File: src/rtl/sar_adc_pkg.sv
package sar_adc_pkg;
  localparam int REG_AW = 8;

  localparam logic [REG_AW-1:0] OFS_CTRL = 8'h00;
  localparam logic [REG_AW-1:0] OFS_DLY  = 8'h08;
  localparam logic [REG_AW-1:0] OFS_DATA = 8'h0C;
  localparam logic [REG_AW-1:0] OFS_CLR  = 8'h18;
  localparam logic [REG_AW-1:0] OFS_MUX  = 8'h1C;

  localparam int BIT_GO     = 0;
  localparam int BIT_STBY   = 2;
  localparam int BIT_DIV_LO = 6;
  localparam int BIT_DIV_EN = 14;
  localparam int BIT_WIDE   = 16;

  localparam int DIV_INIT_VAL = 49;
endpackage

File: src/rtl/sar_adc_seq.sv
module sar_adc_seq
  import sar_adc_pkg::*;
#(
  parameter int PRESC_W      = 8,
  parameter int DATA_W       = 12,
  parameter int NARROW_W     = 10,
  parameter int SAMPLE_TICKS = 5
) (
  input  logic               clk,
  input  logic               rst,
  input  logic               start,
  input  logic               standby,
  input  logic               div_en,
  input  logic [PRESC_W-1:0] div_val,
  input  logic               wide,
  input  logic [DATA_W-1:0]  code,
  output logic               busy,
  output logic               fin,
  output logic [DATA_W-1:0]  fin_code
);
  localparam int MAX_LEN = SAMPLE_TICKS + DATA_W;
  localparam int LEN_W   = $clog2(MAX_LEN + 1);
  localparam logic [LEN_W-1:0] LEN_WIDE   = LEN_W'(SAMPLE_TICKS + DATA_W);
  localparam logic [LEN_W-1:0] LEN_NARROW = LEN_W'(SAMPLE_TICKS + NARROW_W);

  logic [PRESC_W-1:0] div_cnt, div_lim;
  logic [LEN_W-1:0]   tick_cnt, len_lat;
  logic               wide_lat;
  logic               tick, last;
  logic [DATA_W-1:0]  narrow_code;

  generate
    if (NARROW_W < DATA_W) begin : g_trim
      assign narrow_code = {{(DATA_W-NARROW_W){1'b0}}, code[NARROW_W-1:0]};
    end else begin : g_full
      assign narrow_code = code;
    end
  endgenerate

  assign tick     = busy && (div_cnt == div_lim);
  assign last     = (tick_cnt == len_lat - LEN_W'(1));
  assign fin      = tick && last && !standby;
  assign fin_code = wide_lat ? code : narrow_code;

  always_ff @(posedge clk) begin
    if (rst) begin
      busy     <= 1'b0;
      div_cnt  <= '0;
      div_lim  <= '0;
      tick_cnt <= '0;
      len_lat  <= '0;
      wide_lat <= 1'b0;
    end else if (standby) begin
      busy <= 1'b0;
    end else if (!busy) begin
      if (start) begin
        busy     <= 1'b1;
        div_lim  <= div_en ? div_val : '0;
        len_lat  <= wide ? LEN_WIDE : LEN_NARROW;
        wide_lat <= wide;
        div_cnt  <= '0;
        tick_cnt <= '0;
      end
    end else if (tick) begin
      div_cnt <= '0;
      if (last) busy <= 1'b0;
      else      tick_cnt <= tick_cnt + LEN_W'(1);
    end else begin
      div_cnt <= div_cnt + PRESC_W'(1);
    end
  end

  AST_ABORT_STOPS: assert property (@(posedge clk) disable iff (rst) standby |=> !busy);
  AST_STEP_BOUND: assert property (@(posedge clk) disable iff (rst) busy |-> (tick_cnt < len_lat));
  AST_DIV_BOUND: assert property (@(posedge clk) disable iff (rst) busy |-> (div_cnt <= div_lim));
endmodule

File: src/rtl/sar_adc_regs.sv
module sar_adc_regs
  import sar_adc_pkg::*;
#(
  parameter int PRESC_W = 8,
  parameter int DATA_W  = 12,
  parameter int CH_W    = 3,
  parameter int DLY_W   = 16,
  parameter int BUS_W   = 32
) (
  input  logic               clk,
  input  logic               rst,
  input  logic               wr_en,
  input  logic               rd_en,
  input  logic [REG_AW-1:0]  addr,
  input  logic [BUS_W-1:0]   wdata,
  output logic [BUS_W-1:0]   rdata,
  input  logic               seq_busy,
  input  logic               fin,
  input  logic [DATA_W-1:0]  fin_code,
  output logic               standby,
  output logic               div_en,
  output logic [PRESC_W-1:0] div_val,
  output logic               wide,
  output logic               start_q,
  output logic [CH_W-1:0]    ch_sel,
  output logic               irq
);
  localparam logic [PRESC_W-1:0] DIV_INIT = PRESC_W'(DIV_INIT_VAL);

  logic              wr_ctrl, wr_dly, wr_clr, wr_mux;
  logic [DLY_W-1:0]  dly_q;
  logic [DATA_W-1:0] data_q;
  logic [BUS_W-1:0]  ctrl_word;

  assign wr_ctrl = wr_en && (addr == OFS_CTRL);
  assign wr_dly  = wr_en && (addr == OFS_DLY);
  assign wr_clr  = wr_en && (addr == OFS_CLR);
  assign wr_mux  = wr_en && (addr == OFS_MUX);

  always_comb begin
    ctrl_word                          = '0;
    ctrl_word[BIT_GO]                  = start_q;
    ctrl_word[BIT_STBY]                = standby;
    ctrl_word[BIT_DIV_LO +: PRESC_W]   = div_val;
    ctrl_word[BIT_DIV_EN]              = div_en;
    ctrl_word[BIT_WIDE]                = wide;
  end

  always_ff @(posedge clk) begin
    if (rst) begin
      standby <= 1'b0;
      div_en  <= 1'b1;
      div_val <= DIV_INIT;
      wide    <= 1'b1;
    end else if (wr_ctrl) begin
      standby <= wdata[BIT_STBY];
      div_en  <= wdata[BIT_DIV_EN];
      div_val <= wdata[BIT_DIV_LO +: PRESC_W];
      wide    <= wdata[BIT_WIDE];
    end
  end

  always_ff @(posedge clk) begin
    if (rst)
      start_q <= 1'b0;
    else if (start_q)
      start_q <= 1'b0;
    else if (wr_ctrl && wdata[BIT_GO] && !wdata[BIT_STBY] && !seq_busy)
      start_q <= 1'b1;
  end

  always_ff @(posedge clk) begin
    if (rst) begin
      ch_sel <= '0;
      dly_q  <= '0;
    end else begin
      if (wr_mux) ch_sel <= wdata[CH_W-1:0];
      if (wr_dly) dly_q  <= wdata[DLY_W-1:0];
    end
  end

  always_ff @(posedge clk) begin
    if (rst) begin
      data_q <= '0;
      irq    <= 1'b0;
    end else begin
      if (fin) data_q <= fin_code;
      if (fin)         irq <= 1'b1;
      else if (wr_clr) irq <= 1'b0;
    end
  end

  always_ff @(posedge clk) begin
    if (rst) begin
      rdata <= '0;
    end else if (rd_en) begin
      case (addr)
        OFS_CTRL: rdata <= ctrl_word;
        OFS_DLY:  rdata <= BUS_W'(dly_q);
        OFS_DATA: rdata <= BUS_W'(data_q);
        OFS_MUX:  rdata <= BUS_W'(ch_sel);
        default:  rdata <= '0;
      endcase
    end
  end

  AST_GO_PULSE: assert property (@(posedge clk) disable iff (rst) start_q |=> !start_q);
  AST_IRQ_STICKY: assert property (@(posedge clk) disable iff (rst) (irq && !wr_clr) |=> irq);
  AST_DONE_WINS: assert property (@(posedge clk) disable iff (rst) fin |=> irq);
  AST_GO_BLOCKED: assert property (@(posedge clk) disable iff (rst) (wr_ctrl && wdata[BIT_STBY]) |=> !start_q);
endmodule

File: src/rtl/sar_adc_ctrl.sv
module sar_adc_ctrl
  import sar_adc_pkg::*;
#(
  parameter int PRESC_W      = 8,
  parameter int DATA_W       = 12,
  parameter int NARROW_W     = 10,
  parameter int SAMPLE_TICKS = 5,
  parameter int CH_W         = 3,
  parameter int DLY_W        = 16,
  parameter int BUS_W        = 32
) (
  input  logic              clk,
  input  logic              rst,
  input  logic              bus_wr,
  input  logic              bus_rd,
  input  logic [REG_AW-1:0] bus_addr,
  input  logic [BUS_W-1:0]  bus_wdata,
  output logic [BUS_W-1:0]  bus_rdata,
  input  logic [DATA_W-1:0] conv_code,
  output logic [CH_W-1:0]   adc_sel,
  output logic              adc_busy,
  output logic              adc_standby,
  output logic              adc_irq
);
  logic               standby, div_en, wide, start_q, busy, fin;
  logic [PRESC_W-1:0] div_val;
  logic [DATA_W-1:0]  fin_code;

  sar_adc_regs #(
    .PRESC_W(PRESC_W), .DATA_W(DATA_W), .CH_W(CH_W), .DLY_W(DLY_W), .BUS_W(BUS_W)
  ) u_regs (
    .clk(clk), .rst(rst), .wr_en(bus_wr), .rd_en(bus_rd), .addr(bus_addr),
    .wdata(bus_wdata), .rdata(bus_rdata), .seq_busy(busy), .fin(fin),
    .fin_code(fin_code), .standby(standby), .div_en(div_en), .div_val(div_val),
    .wide(wide), .start_q(start_q), .ch_sel(adc_sel), .irq(adc_irq)
  );

  sar_adc_seq #(
    .PRESC_W(PRESC_W), .DATA_W(DATA_W), .NARROW_W(NARROW_W), .SAMPLE_TICKS(SAMPLE_TICKS)
  ) u_seq (
    .clk(clk), .rst(rst), .start(start_q), .standby(standby), .div_en(div_en),
    .div_val(div_val), .wide(wide), .code(conv_code), .busy(busy), .fin(fin),
    .fin_code(fin_code)
  );

  assign adc_busy    = busy;
  assign adc_standby = standby;
endmodule

File: config.mk
export PLATFORM = sky130hd
export DESIGN_NAME = sar_adc_ctrl
export DESIGN_NICKNAME = d
export VERILOG_FILES = /design/src/rtl/sar_adc_pkg.sv /design/src/rtl/sar_adc_seq.sv /design/src/rtl/sar_adc_regs.sv /design/src/rtl/sar_adc_ctrl.sv
export SDC_FILE = /design/constraint.sdc
export NUM_CORES = 1
export LEC_CHECK = 0
export BUFFER_PORTS_ARGS = -buffer_cell sky130_fd_sc_hd__buf_4
export CORE_MARGIN = 2
export CORE_UTILIZATION = 25
export CTS_CLUSTER_SIZE = 20
export DETAILED_ROUTE_END_ITERATION = 10
export GPL_TIMING_DRIVEN = 0
export SYNTH_ARGS = -nofsm -noshare
export SYNTH_HDL_FRONTEND = slang
export SYNTH_HIERARCHICAL = 1
export SYNTH_SLANG_ARGS = --single-unit
File: constraint.sdc
create_clock -name clk -period 2.46 [get_ports clk]
set_input_delay 0.492 -clock clk [delete_from_list [all_inputs] [get_ports clk]]
set_output_delay 0.492 -clock clk [all_outputs]
set_load 0.005 [all_outputs]
==> impl_metrics.ini <==
[run_status]
status = finished, final reports clean

[setup_path]
worstSetupPathType = flop to flop
crit_fanout = 10
cp.arrival_ps = 2460
start_kind = flop
rr_worst_depth = 12
end_kind = flop
crit_required_ps = 2670

[final_layout]
regArea_sq_um = 1720
final_area_sq_um = 5180
nets = 582
instances_no_fill = 747
drive_above_1_share = 0.235
syn_to_final_growth_pct = 25.2
n_antenna_cell = 0
multi_input_area_sq_um = 2140
fill_cells = 1713

[timing]
max-slew-margin-rel = 0.411
finalSetupViolCount = 0
period_minus_slack_ps = 2250
tightest_slew_ps = 876
fin_crit_sh = 0.914
rsz0062_at_grt = false
setup_ws_ps = 212
hold_viol_final = 0
fmax_ghz = 0.445
slew_violations = 0
skew_ps = 5.87

[hold_path]
worst_hold_path_type = input pin to flop
worstHoldPathCells = 3

[clock_tree]
cts.sinks = 86
cts_htree_levels = 3
tritoncts = done
clockBufferDepth = 2
path_clk_slew_ps = 60
numCtsBuffers = 9
insertion_delay_ps = 340
root_buffer = clkbuf_16

[place]
dp.cells = 731
dp_hpwl_um = 8280
placed_area_sq_um = 4860
pre_cts_slack_ps = -160
portBuffers = 52
place.gp.congestion = 0.809

[floorplan]
ios = 94
dieArea_sq_um = 17600
start_util = 0.252
die_w_um = 133
core_area_sq_um = 16400
rows = 47
fp.dieH_um = 133

[route]
drtPass1Iterations = 4
viasPerCell = 4.38
drtIter0Drc = 129
routedWlPerCell_um = 14.2
ant_nets = 0
drc = 0
vias = 3271
routed_wl_um = 10600

[synthesis]
ys_seq_elements = 86
syn_area_sq_um = 4140
postSynthAreaPerCell_sq_um = 9.31
netlist_instances = 445
synth_warnings = 6
synth_seq_area_share = 0.416
yosysUniqueCellTypes = 46

[global_routing]
antenna_found_initial = 0
grt_first_pass_wirelength_um = 16900
grt_pass1_vias = 3258
grt_max_degree = 15
track_usage = 0.122
grt.overflow.total = 0

[power]
cellLeakagePower_uw = 0.00199
power_uw = 2930
peakVddDrop_mv = 0.382
p_per_area_nw_per_um2 = 566

[run]
cap_violations = 0
[state kept, by name (all words and copies together), names as in the netlist, 5 cells and up]
| name | flops |
|---|---|
| u_regs/data_q | 12 |
| u_seq/div_cnt | 8 |
| u_regs/rdata | 17 |
| u_seq/tick_cnt | 5 |
| u_regs/div_val | 8 |
| u_seq/div_lim | 8 |
| u_regs/dly_q | 16 |
[cell usage in the layout (no fill, tap or decap), drive strengths merged, types with 5 or more instances in the layout]
| cell | Yosys | final |
|---|---|---|
| nand2 | 34 | 34 |
| and2 | 5 | 5 |
| buf | 35 | 87 |
| nor2 | 40 | 40 |
| nand4 | 9 | 9 |
| nand3 | 16 | 16 |
| conb | 1 | 15 |
| o21ai | 17 | 17 |
| xnor2 | 15 | 15 |
| mux2i | 45 | 45 |
| a21oi | 14 | 14 |
| mux2 | 9 | 9 |
| inv | 5 | 5 |
| a22oi | 11 | 11 |
| nand2b | 46 | 46 |
| and3 | 6 | 6 |
| dfxtp | 86 | 86 |
| clkbuf | 12 | 22 |
[repair_timing]
action	CTS	global route
resized for setup	2	7
setup buffers	0	0
hold buffers	0	0
endpoints found under the setup margin	10	10
[layout make-up]
type,count,area share
multi-input cells,321,0.414
flip-flops and latches,86,0.332
repair buffers,52,0.0753
plain buffers,47,0.0640
well taps,220,0.0531
clock buffers,10,0.0461
clock inverters,6,0.0118
inverters,5,0.00362
[critical path, stage by stage, from the launching register on]
cell      delay (ps)
dfxtp_2          350
inv_1             60
ha_1             300
xnor2_1          140
nor3_2           160
and3_1           190
buf_6            130
nand2_1           70
nor2_1            90
clkbuf_4         200
buf_8            170
mux2i_2          220
nor2_1            50
[metrics by stage]
step / setup TNS, ps / util / hold WS, ps
3_3_place_gp: -686 / 0.296 / 443
3_5_place_dp: -1380 / 0.296 / 453
6_report: 0 / 0.316 / 387
4_1_cts: 0 / 0.315 / 379
2_1_floorplan: 0 / - / 438
5_1_grt: 0 / 0.316 / 388
[Yosys cell counts, drive strengths merged]
cell,n,share of area
o311ai,2,0.0042
o41ai,4,0.0085
o211ai,2,0.0036
nor4,2,0.0066
and3,6,0.010
nand2b,46,0.069
and2,5,0.0076
nand2,34,0.031
nor4b,2,0.011
o21ai,17,0.021
mux2i,45,0.11
nand4,9,0.014
a21oi,14,0.017
o21ba,1,0.0024
xnor2,15,0.032
clkbuf,12,0.011
buf,35,0.066
nor3b,1,0.0018
nand3,16,0.021
conb,1,0.00091
ha,4,0.012
o21bai,2,0.0036
xor2,4,0.0085
nor2b,3,0.0045
nor2,40,0.037
nand4b,1,0.0057
nor3,4,0.0048
dfxtp,86,0.42
o21a,1,0.0018
a22oi,11,0.020
or3,1,0.0015
o2111ai,1,0.0021
o31ai,2,0.0036
mux2,9,0.024
inv,5,0.0045
a41oi,1,0.0021
o22ai,1,0.0015
[layer usage]
| layer | vias to the layer above | global-route usage | part of all wire |
|---|---|---|---|
| met3 | 17 | 0.0207 | 0.033 |
| met2 | 66 | 0.214 | 0.49 |
| li1 | 1648 | - | - |
| met5 | - | 0 | 0 |
| met1 | 1540 | 0.147 | 0.45 |
| met4 | 0 | 0.0538 | 0.023 |
[kinds of logic after synthesis]
logic type      Yosys count  share of synthesized area
buf+inv                  52                     0.0813
simple gates            170                      0.226
other cells               1                   0.000905
compound gates           59                     0.0909
fa+ha+maj                 4                     0.0121
xor+xnor                 19                     0.0402
mux                      54                      0.133
flops                    86                      0.416
[power by group]
| part | internal (uW) | switching, uW |
|---|---|---|
| Combinational | 88.9 | 94.3 |
| Sequential | 1390 | 0.595 |
| Clock | 810 | 545 |
| Total | 2290 | 640 |
[final timing paths]
check                        start  slack (ps)                 to
setup / recovery  u_seq/len_lat[0]         210  u_regs/data_q[10]
hold / removal        conv_code[5]         390   u_regs/data_q[5]
setup reg to reg  u_seq/len_lat[0]         210  u_regs/data_q[10]
hold reg to reg   u_regs/rdata[14]         460   u_regs/rdata[14]
Note: power is estimated with default switching activity, not from simulation.
